File: config.mk
export PLATFORM = sky130hd
export DESIGN_NAME = bfu_top
export DESIGN_NICKNAME = d
export VERILOG_FILES = /design/src/rtl/bfu_pkg.sv /design/src/rtl/bfu_ctrl.sv /design/src/rtl/bfu_dpath.sv /design/src/rtl/bfu_top.sv
export SDC_FILE = /design/constraint.sdc
export NUM_CORES = 1
export LEC_CHECK = 0
export BUFFER_PORTS_ARGS = -buffer_cell sky130_fd_sc_hd__buf_4
export CAP_MARGIN = 0
export CORE_MARGIN = 3
export CORE_UTILIZATION = 30
export DETAILED_ROUTE_END_ITERATION = 10
export GPL_TIMING_DRIVEN = 0
export HOLD_SLACK_MARGIN = 0.08
export SYNTH_ARGS = -nofsm -noshare
export SYNTH_HDL_FRONTEND = slang
export SYNTH_SLANG_ARGS = --single-unit
File: constraint.sdc
create_clock -name clk -period 3.5 [get_ports clk]
set_clock_uncertainty 0.15 [all_clocks]
set_input_delay 0.175 -clock clk [delete_from_list [all_inputs] [get_ports clk]]
set_output_delay 0.175 -clock clk [all_outputs]
set_load 0.02 [all_outputs]
File: src/rtl/bfu_pkg.sv
package bfu_pkg;

  typedef enum logic [2:0] {
    OP_CLR   = 3'd0,
    OP_INS   = 3'd1,
    OP_REV   = 3'd2,
    OP_MOVLO = 3'd3,
    OP_MOVHI = 3'd4,
    OP_SHL   = 3'd5
  } bfuOp_e;

  // strobes from control to datapath; at most one sel* is high
  typedef struct packed {
    logic load;
    logic selClr;
    logic selIns;
    logic selRev;
    logic selLo;
    logic selHi;
    logic selShl;
    logic selPass;
  } bfuStrobe_t;

endpackage

File: src/rtl/bfu_ctrl.sv
module bfu_ctrl
  import bfu_pkg::*;
#(
  parameter int DATA_W = 32,
  localparam int POS_W = $clog2(DATA_W),
  localparam int WID_W = POS_W + 1
) (
  input  logic             clk,
  input  logic             rst,
  input  logic             start,
  input  logic [2:0]       op,
  input  logic [POS_W-1:0] lsb,
  input  logic [WID_W-1:0] width,
  output bfuStrobe_t       strb,
  output logic             illegalNext
);

  localparam logic [WID_W:0] LIMIT = (WID_W+1)'(DATA_W);

  logic [WID_W:0] fieldEnd;
  logic           fieldBad;
  logic           isField;

  assign fieldEnd = {2'b00, lsb} + {1'b0, width};
  assign fieldBad = (width == '0) || (fieldEnd > LIMIT);
  assign isField  = (op == OP_CLR) || (op == OP_INS);

  always_comb begin
    strb        = '0;
    strb.load   = start;
    illegalNext = 1'b0;
    if (isField && fieldBad) begin
      strb.selPass = 1'b1;
      illegalNext  = 1'b1;
    end else begin
      case (op)
        OP_CLR:   strb.selClr = 1'b1;
        OP_INS:   strb.selIns = 1'b1;
        OP_REV:   strb.selRev = 1'b1;
        OP_MOVLO: strb.selLo  = 1'b1;
        OP_MOVHI: strb.selHi  = 1'b1;
        OP_SHL:   strb.selShl = 1'b1;
        default: begin
          strb.selPass = 1'b1;
          illegalNext  = 1'b1;
        end
      endcase
    end
  end

  // exactly one datapath source is chosen for every op code
  p_one_sel_r8: assert property (@(posedge clk) disable iff (rst)
    $countones({strb.selClr, strb.selIns, strb.selRev, strb.selLo,
                strb.selHi, strb.selShl, strb.selPass}) == 1);

  // a zero-width clear or insert is always flagged
  p_zero_width_r7: assert property (@(posedge clk) disable iff (rst)
    (isField && width == '0) |-> illegalNext);

  // non-field ops are never flagged
  p_nonfield_ok_r7: assert property (@(posedge clk) disable iff (rst)
    (op inside {OP_REV, OP_MOVLO, OP_MOVHI, OP_SHL}) |-> !illegalNext);

endmodule

File: src/rtl/bfu_dpath.sv
module bfu_dpath
  import bfu_pkg::*;
#(
  parameter int DATA_W = 32,
  localparam int POS_W  = $clog2(DATA_W),
  localparam int WID_W  = POS_W + 1,
  localparam int HALF_W = DATA_W / 2
) (
  input  logic              clk,
  input  logic              rst,
  input  bfuStrobe_t        strb,
  input  logic              illegalNext,
  input  logic [DATA_W-1:0] dest,
  input  logic [DATA_W-1:0] src,
  input  logic [POS_W-1:0]  lsb,
  input  logic [WID_W-1:0]  width,
  input  logic [HALF_W-1:0] imm,
  output logic [DATA_W-1:0] result,
  output logic              valid,
  output logic              illegal
);

  logic [WID_W:0]    fieldEnd;
  logic [DATA_W-1:0] fieldMask;
  logic [DATA_W-1:0] revWord;
  logic [DATA_W-1:0] shlWord;
  logic [DATA_W-1:0] nextWord;

  assign fieldEnd = {2'b00, lsb} + {1'b0, width};

  generate
    for (genvar i = 0; i < DATA_W; i++) begin : g_bit
      localparam logic [WID_W:0] IDX = (WID_W+1)'(i);
      assign fieldMask[i]        = (IDX >= {2'b00, lsb}) && (IDX < fieldEnd);
      assign revWord[DATA_W-1-i] = src[i];
    end
  endgenerate

  assign shlWord = src << lsb;

  always_comb begin
    nextWord = dest;
    unique case (1'b1)
      strb.selClr:  nextWord = dest & ~fieldMask;
      strb.selIns:  nextWord = (dest & ~fieldMask) | (shlWord & fieldMask);
      strb.selRev:  nextWord = revWord;
      strb.selLo:   nextWord = {{HALF_W{1'b0}}, imm};
      strb.selHi:   nextWord = {imm, dest[HALF_W-1:0]};
      strb.selShl:  nextWord = shlWord;
      default:      nextWord = dest;
    endcase
  end

  always_ff @(posedge clk) begin
    if (rst) begin
      result  <= '0;
      valid   <= 1'b0;
      illegal <= 1'b0;
    end else begin
      valid <= strb.load;
      if (strb.load) begin
        result  <= nextWord;
        illegal <= illegalNext;
      end
    end
  end

  // without a start the output word does not move
  p_hold_r9: assert property (@(posedge clk) disable iff (rst)
    !strb.load |=> ($stable(result) && $stable(illegal) && !valid));

  // a flagged result is the destination that was presented
  p_illegal_pass_r7: assert property (@(posedge clk) disable iff (rst)
    (strb.load && illegalNext) |=> (illegal && result == $past(dest)));

  // the cleared field reads as zero
  p_clr_field_r1: assert property (@(posedge clk) disable iff (rst)
    (strb.load && strb.selClr) |=> ((result & $past(fieldMask)) == '0));

  // low-half load leaves the upper half empty
  p_lo_zero_r4: assert property (@(posedge clk) disable iff (rst)
    (strb.load && strb.selLo) |=> (result[DATA_W-1:HALF_W] == '0));

  // high-half load keeps the old lower half
  p_hi_keep_r5: assert property (@(posedge clk) disable iff (rst)
    (strb.load && strb.selHi) |=> (result[HALF_W-1:0] == $past(dest[HALF_W-1:0])));

endmodule

File: src/rtl/bfu_top.sv
module bfu_top
  import bfu_pkg::*;
#(
  parameter int DATA_W = 32,
  localparam int POS_W  = $clog2(DATA_W),
  localparam int WID_W  = POS_W + 1,
  localparam int HALF_W = DATA_W / 2
) (
  input  logic              clk,
  input  logic              rst,
  input  logic              start,
  input  logic [2:0]        op,
  input  logic [DATA_W-1:0] dest,
  input  logic [DATA_W-1:0] src,
  input  logic [POS_W-1:0]  lsb,
  input  logic [WID_W-1:0]  width,
  input  logic [HALF_W-1:0] imm,
  output logic [DATA_W-1:0] result,
  output logic              valid,
  output logic              illegal
);

  bfuStrobe_t strb;
  logic       illegalNext;

  bfu_ctrl #(.DATA_W(DATA_W)) uCtrl (
    .clk         (clk),
    .rst         (rst),
    .start       (start),
    .op          (op),
    .lsb         (lsb),
    .width       (width),
    .strb        (strb),
    .illegalNext (illegalNext)
  );

  bfu_dpath #(.DATA_W(DATA_W)) uDpath (
    .clk         (clk),
    .rst         (rst),
    .strb        (strb),
    .illegalNext (illegalNext),
    .dest        (dest),
    .src         (src),
    .lsb         (lsb),
    .width       (width),
    .imm         (imm),
    .result      (result),
    .valid       (valid),
    .illegal     (illegal)
  );

endmodule

Word level (Yosys, flattened, before mapping)

Index checks and enable logic that the tools add are counted.

$add $sub $neg: 1
Order comparisons: 64
Equality and inequality tests: 5
Shift-type cells: 1
Mux-type cells: 10
Bitwise operators: 4
Reductions and logical operators: 37

Operators by type and width:

| cell                                                                               | count |
|---|---|
| 32-bit one-hot mux with 6 select lines                                             | 1 |
| 5-bit by 7-bit less-than comparator with 1-bit output, first input constant        | 16 |
| 5-bit greater-or-equal comparator, first input constant                            | 15 |
| 32-bit AND                                                                         | 2 |
| 4-bit by 7-bit less-than comparator with 1-bit output, first input constant        | 8 |
| 4-bit by 5-bit greater-or-equal comparator with 1-bit output, first input constant | 8 |
| 1-bit logical AND                                                                  | 32 |
| 32-bit inverter                                                                    | 1 |
| 32-bit bitwise OR                                                                  | 1 |
| 32-bit by 5-bit << shifter with 32-bit output                                      | 1 |
| 3-bit by 7-bit less-than comparator with 1-bit output, first input constant        | 4 |
| 3-bit by 5-bit greater-or-equal comparator with 1-bit output, first input constant | 4 |
| 1-bit by 7-bit less-than comparator with 1-bit output, first input constant        | 2 |
| 2-bit by 7-bit less-than comparator with 1-bit output, first input constant        | 2 |
| 1-bit by 5-bit greater-or-equal comparator with 1-bit output, first input constant | 2 |
| 2-bit by 5-bit greater-or-equal comparator with 1-bit output, first input constant | 2 |
| 1-bit 2-to-1 mux                                                                   | 8 |
| 5-bit by 6-bit adder with 7-bit output                                             | 1 |
| 7-bit by 6-bit > comparator with 1-bit output, second input constant               | 1 |
| 3-bit by 2-bit == test with 1-bit output, second input constant                    | 2 |
| 3-bit == test, second input constant                                               | 2 |
| 6-bit zero test                                                                    | 1 |
| 6-bit 2-to-1 mux                                                                   | 1 |
| 6-bit OR reduction                                                                 | 1 |
| 3 further kinds                                                                    | 4 |

Register bits after elaboration: 34
Bits of input ports: 97
Output and inout port bits: 34
Word-level logic and storage cells: 125

Longest topological paths before layout

Depth in word-level cells: 7
Mapped depth: 11
Depth with buffers taken out: 9

Hierarchy

From an unflattened synthesis, not the netlist that was laid out.

Cell total of the unflattened synthesis: 723
Area, all modules: 5456.5 µm²

Modules (own cells, without submodules):

| module    | times used | cells each | area each (µm²) | seq. area each (µm²) |
|---|---|---|---|---|
| bfu_dpath | 1          | 679        | 5109.9          | 680.7 |
| bfu_ctrl  | 1          | 44         | 346.6           | 0.0 |

Worst setup path after synthesis

OpenSTA, ideal clock, no wires.

Path type: in2reg
Start: input width[0]
End: register uDpath.result[17]
Library setup time: 95 ps
Arrival time: 2714 ps
Data required time: 3255 ps
Slack: 540 ps
Stages: 9
Buffers on the path: 0
Cells stage by stage: ha_1 -> fa_1 -> a21o_1 -> a211o_4 -> a221oi_4 -> o21ai_2 -> or4_1 -> a31o_1 -> o311ai_1

Longest elaborated chain between the ends: 7
Elaborated cells between the ends (all ways): 13
Those cells by class: 1 x add/sub; 2 x order compare; 2 x mux; 4 x bitwise; 4 x reduce/logical

RTL lines:

| element                                               | RTL line                         | RTL |
|---|---|---|
| from (decl)                                           | bfu_top.sv:16                    | `input logic [WID_W-1:0] width,` |
| 5-bit by 6-bit adder with 7-bit output                | bfu_ctrl.sv:24, bfu_dpath.sv:29  |  |
| 5-bit by 7-bit less-than comparator with 1-bit output | bfu_dpath.sv:34                  | `assign fieldMask[i] = (IDX >= {2'b00, lsb}) && (IDX < fieldEnd);` |
| 1-bit logical AND                                     | bfu_dpath.sv:34                  |  |
| 32-bit inverter                                       | bfu_dpath.sv:44, bfu_dpath.sv:45 |  |
| 32-bit AND                                            | bfu_dpath.sv:44, bfu_dpath.sv:45 |  |
| 32-bit bitwise OR                                     | bfu_dpath.sv:45                  | `strb.selIns: nextWord = (dest & ~fieldMask) \| (shlWord & fieldMask);` |
| 32-bit one-hot mux with 6 select lines (*)            | bfu_dpath.sv:43                  | `unique case (1'b1)` |
| to (signal assigned)                                  | bfu_dpath.sv:62                  | `result <= nextWord;` |
| to (decl)                                             | bfu_dpath.sv:18                  | `output logic [DATA_W-1:0] result,` |

Every way passes the cells marked *; elsewhere a longest branch is shown, timed or not.
A chain may end at the register's enable or synchronous reset.

Worst setup path in the final report

Start: input lsb[0]
End: register uDpath.result[14]

Longest elaborated chain between the ends: 7
Elaborated cells between the ends (all ways): 14
Those cells by class: 1 x add/sub; 3 x order compare; 1 x shift; 2 x mux; 4 x bitwise; 3 x reduce/logical

RTL lines:

| element                                               | RTL line                         | RTL |
|---|---|---|
| from (decl)                                           | bfu_top.sv:15                    | `input logic [POS_W-1:0] lsb,` |
| 5-bit by 6-bit adder with 7-bit output                | bfu_ctrl.sv:24, bfu_dpath.sv:29  |  |
| 4-bit by 7-bit less-than comparator with 1-bit output | bfu_dpath.sv:34                  |  |
| 1-bit logical AND                                     | bfu_dpath.sv:34                  |  |
| 32-bit inverter                                       | bfu_dpath.sv:44, bfu_dpath.sv:45 |  |
| 32-bit AND                                            | bfu_dpath.sv:44, bfu_dpath.sv:45 |  |
| 32-bit bitwise OR                                     | bfu_dpath.sv:45                  |  |
| 32-bit one-hot mux with 6 select lines (*)            | bfu_dpath.sv:43                  |  |

Marked as above.

==> impl_metrics.env <==
export IMPL_die_h_um=142
export IMPL_initial_util_pct=30.8
export IMPL_routed_wirelength_um=31900
export IMPL_post_route_ant_nets=0
export IMPL_drv_cap=0
export IMPL_syn_inst=727
export IMPL_tightestPinTransition_ns=0.876
export IMPL_setup_repair_after_global_routing_missed_its_margin="true"
export IMPL_yosysTopAreaCellShare_pct=12.2
export IMPL_worst_slack_ns=0.154
export IMPL_antenna_violations_before_repair=0
export IMPL_n_antenna_cell=0
export IMPL_yosys_warnings=0
export IMPL_timing_hold_violations_final=0
export IMPL_via_count_of_the_first_global_routing_pass=6933
export IMPL_run_status="completed"
export IMPL_area_of_the_multi_input_gates_um2=4550
export IMPL_cts_root_buffer_cell="sky130_fd_sc_hd__clkbuf_16"
export IMPL_place_detailed_instances=1082
export IMPL_core_region_area_um2=18100
export IMPL_clock_sinks=34
export IMPL_num_rows=49
export IMPL_worst_endpoint_required_ns=3.53
export IMPL_ys_top_cells_by_area="sky130_fd_sc_hd__dfxtp_1 (12%), sky130_fd_sc_hd__mux4_2 (11%), sky130_fd_sc_hd__mux2i_1 (7.9%)"
export IMPL_yosys_register_bits=34
export IMPL_layout_min_cycle_time_ns=3.35
export IMPL_p_leak_nw=2.76
export IMPL_timing_critical_path_from_type="input pin"
export IMPL_cp_max_fo=10
export IMPL_htree_num_levels=2
export IMPL_chipWidth_um=142
export IMPL_avgViaCountPerCell=6.51
export IMPL_final_max_slew_viols=0
export IMPL_wire_per_inst_um=29.0
export IMPL_type_of_the_most_critical_hold_path="input pin to flip-flop"
export IMPL_power_per_cell_area_nw_per_um2=292
export IMPL_peak_vdd_ir_v=0.000185
export IMPL_sequential_cell_area_um2=681
export IMPL_synth_edf_count=0
export IMPL_headroom_to_the_max_slew_limit_pct=41.4
export IMPL_clkSlewWorstSetupHoldPaths_ns=0.06
export IMPL_grt_util_all_layers_pct=30.7
export IMPL_remaining_drc_errors=0
export IMPL_syn_area_per_cell_um2=7.68
export IMPL_insertion_delay_ns=0.29
export IMPL_grt_overflow=0
export IMPL_grt_max_degree=12
export IMPL_layout_common_cells="sky130_fd_sc_hd__buf_4 (131), sky130_fd_sc_hd__nand2_1 (72), sky130_fd_sc_hd__nor2_1 (64), sky130_fd_sc_hd__o21ai_0 (53), sky130_fd_sc_hd__a21oi_1 (52)"
export IMPL_setup_violations_final=0
export IMPL_dr_total_vias=7166
export IMPL_synth_sequential_area_ratio_pct=12.2
export IMPL_drt_initial_drc_count=820
export IMPL_gpl_final_weighted_congestion=1.01
export IMPL_io_buf_count=126
export IMPL_drtPass1Iterations=6
export IMPL_placed_instance_area_um2=6820
export IMPL_top_level_ports=131
export IMPL_startpoint_to_endpoint_class_of_the_critical_path="input pin to flip-flop"
export IMPL_most_common_flop_cell_mapped_by_yosys="sky130_fd_sc_hd__dfxtp_1"
export IMPL_fin_worst_hold_slack_ns=0.0766
export IMPL_tritoncts="done"
export IMPL_drive_gt1_share_pct=26.0
export IMPL_post_synth_top_area_cell="sky130_fd_sc_hd__dfxtp_1"
export IMPL_maxClockFrequency_mhz=299
export IMPL_synth_cell_area_um2=5590
export IMPL_critical_path_arrival_ns=3.37
export IMPL_period_share_pct=95.6
export IMPL_final_cell_count_no_fill=1101
export IMPL_kind_of_capture_point_of_the_worst_setup_path="flip-flop"
export IMPL_cts_max_path_buffers=2
export IMPL_syn_nets=830
export IMPL_synth_distinct_cells=86
export IMPL_design_area_final_um2=7080
export IMPL_layout_commonest_cell="sky130_fd_sc_hd__buf_4"
export IMPL_postSynth_asyncResetShare_pct=0
export IMPL_first_pass_grt_wire_length_um=46500
export IMPL_nets=974
export IMPL_setup_tns_final_ns=0
export IMPL_fillers=1930
export IMPL_numCtsBuffers=5
export IMPL_area_of_the_die_um2=20300
export IMPL_layout_area_overhead_vs_synth_pct=26.8
export IMPL_detailedPlacementHpwl_um=26200
export IMPL_dp_worst_setup_slack_ns=-0.0674
==> stage by stage <==
stage	power, mW	util, %
6_report	2.06	39.0
3_3_place_gp	1.57	37.6
5_1_grt	2.15	39.0
2_1_floorplan	1.10	-
3_5_place_dp	1.56	37.6
4_1_cts	2.03	39.0
==> timing repair <==
action | in CTS | in global routing
hold buffers | 11 | 0
resized for setup | 0 | 1
endpoints found under the hold margin | 11 | 0
setup buffers | 0 | 0
setup endpoints to repair | 0 | 6
==> cell families after synthesis <==
group | after synthesis | synth area share, %
compound gates | 286 | 37.1
buf+inv | 79 | 6.36
flops | 34 | 12.2
xor+xnor | 4 | 0.627
mux | 89 | 22.6
simple gates | 229 | 19.6
fa+ha+maj | 6 | 1.48
==> synthesized netlist by cell type, types with 9 or more instances <==
cell type	n
sky130_fd_sc_hd__nand2_1	72
sky130_fd_sc_hd__and2_1	9
sky130_fd_sc_hd__a31oi_1	9
sky130_fd_sc_hd__a21o_1	9
sky130_fd_sc_hd__a211oi_1	19
sky130_fd_sc_hd__o211ai_1	11
sky130_fd_sc_hd__o22ai_1	10
sky130_fd_sc_hd__a22oi_1	12
sky130_fd_sc_hd__nor2_1	64
sky130_fd_sc_hd__and3_1	9
sky130_fd_sc_hd__clkbuf_1	34
sky130_fd_sc_hd__inv_1	13
sky130_fd_sc_hd__mux4_2	28
sky130_fd_sc_hd__a21oi_1	52
sky130_fd_sc_hd__o221ai_1	13
sky130_fd_sc_hd__buf_2	14
sky130_fd_sc_hd__o21ai_0	53
sky130_fd_sc_hd__nor3_1	18
sky130_fd_sc_hd__mux2i_1	44
sky130_fd_sc_hd__dfxtp_1	34
sky130_fd_sc_hd__mux2_2	17
==> layout make-up <==
class                      instances  area share, %
multi-input combinational        614           64.3
timing repair buffer             137           14.9
sequential                        34           9.61
buffer                            64           4.22
tap                              229           4.05
clock buffer                       6           1.96
inverter                          15          0.795
clock inverter                     2          0.177
==> registers in the layout, summed over array words and instances (netlist names) <==
register,flops
uDpath.valid,1
uDpath.illegal,1
uDpath.result,32
==> final timing paths <==
path,start,to,slack (ns),cells after the start
setup / recovery,lsb[0],uDpath.result[14],0.15,10
hold / removal,dest[0],uDpath.result[0],0.08,3
setup reg to reg,uDpath.result[14],uDpath.result[14],2.12,4
hold reg to reg,uDpath.result[25],uDpath.result[25],0.32,2
==> routing by layer <==
metal  up-vias  track usage, %  share of wire [%]
met4         0            13.2                5.3
li1       3154               -                  -
met1      3454            41.6                 41
met3        85            6.99                9.8
met5         -               0                  0
met2       473            46.9                 43
==> report_power, final <==
| group | switching, mW | total, mW | internal (mW) |
|---|---|---|---|
| combinational | 0.729 | 1.16 | 0.430 |
| sequential | 0.0181 | 0.438 | 0.420 |
| clock | 0.186 | 0.468 | 0.282 |
==> worst max-delay path, cell delays in order <==
cell and delay, ns:
sky130_fd_sc_hd__buf_4 0.13, sky130_fd_sc_hd__ha_1 0.24, sky130_fd_sc_hd__fa_1 0.51, sky130_fd_sc_hd__a21o_1 0.26, sky130_fd_sc_hd__a211oi_2 0.54, sky130_fd_sc_hd__o221ai_1 0.32, sky130_fd_sc_hd__a211oi_2 0.39, sky130_fd_sc_hd__nor2_2 0.16
sky130_fd_sc_hd__buf_2 0.25, sky130_fd_sc_hd__o32a_1 0.38
Power figures use the tool's default switching activity.
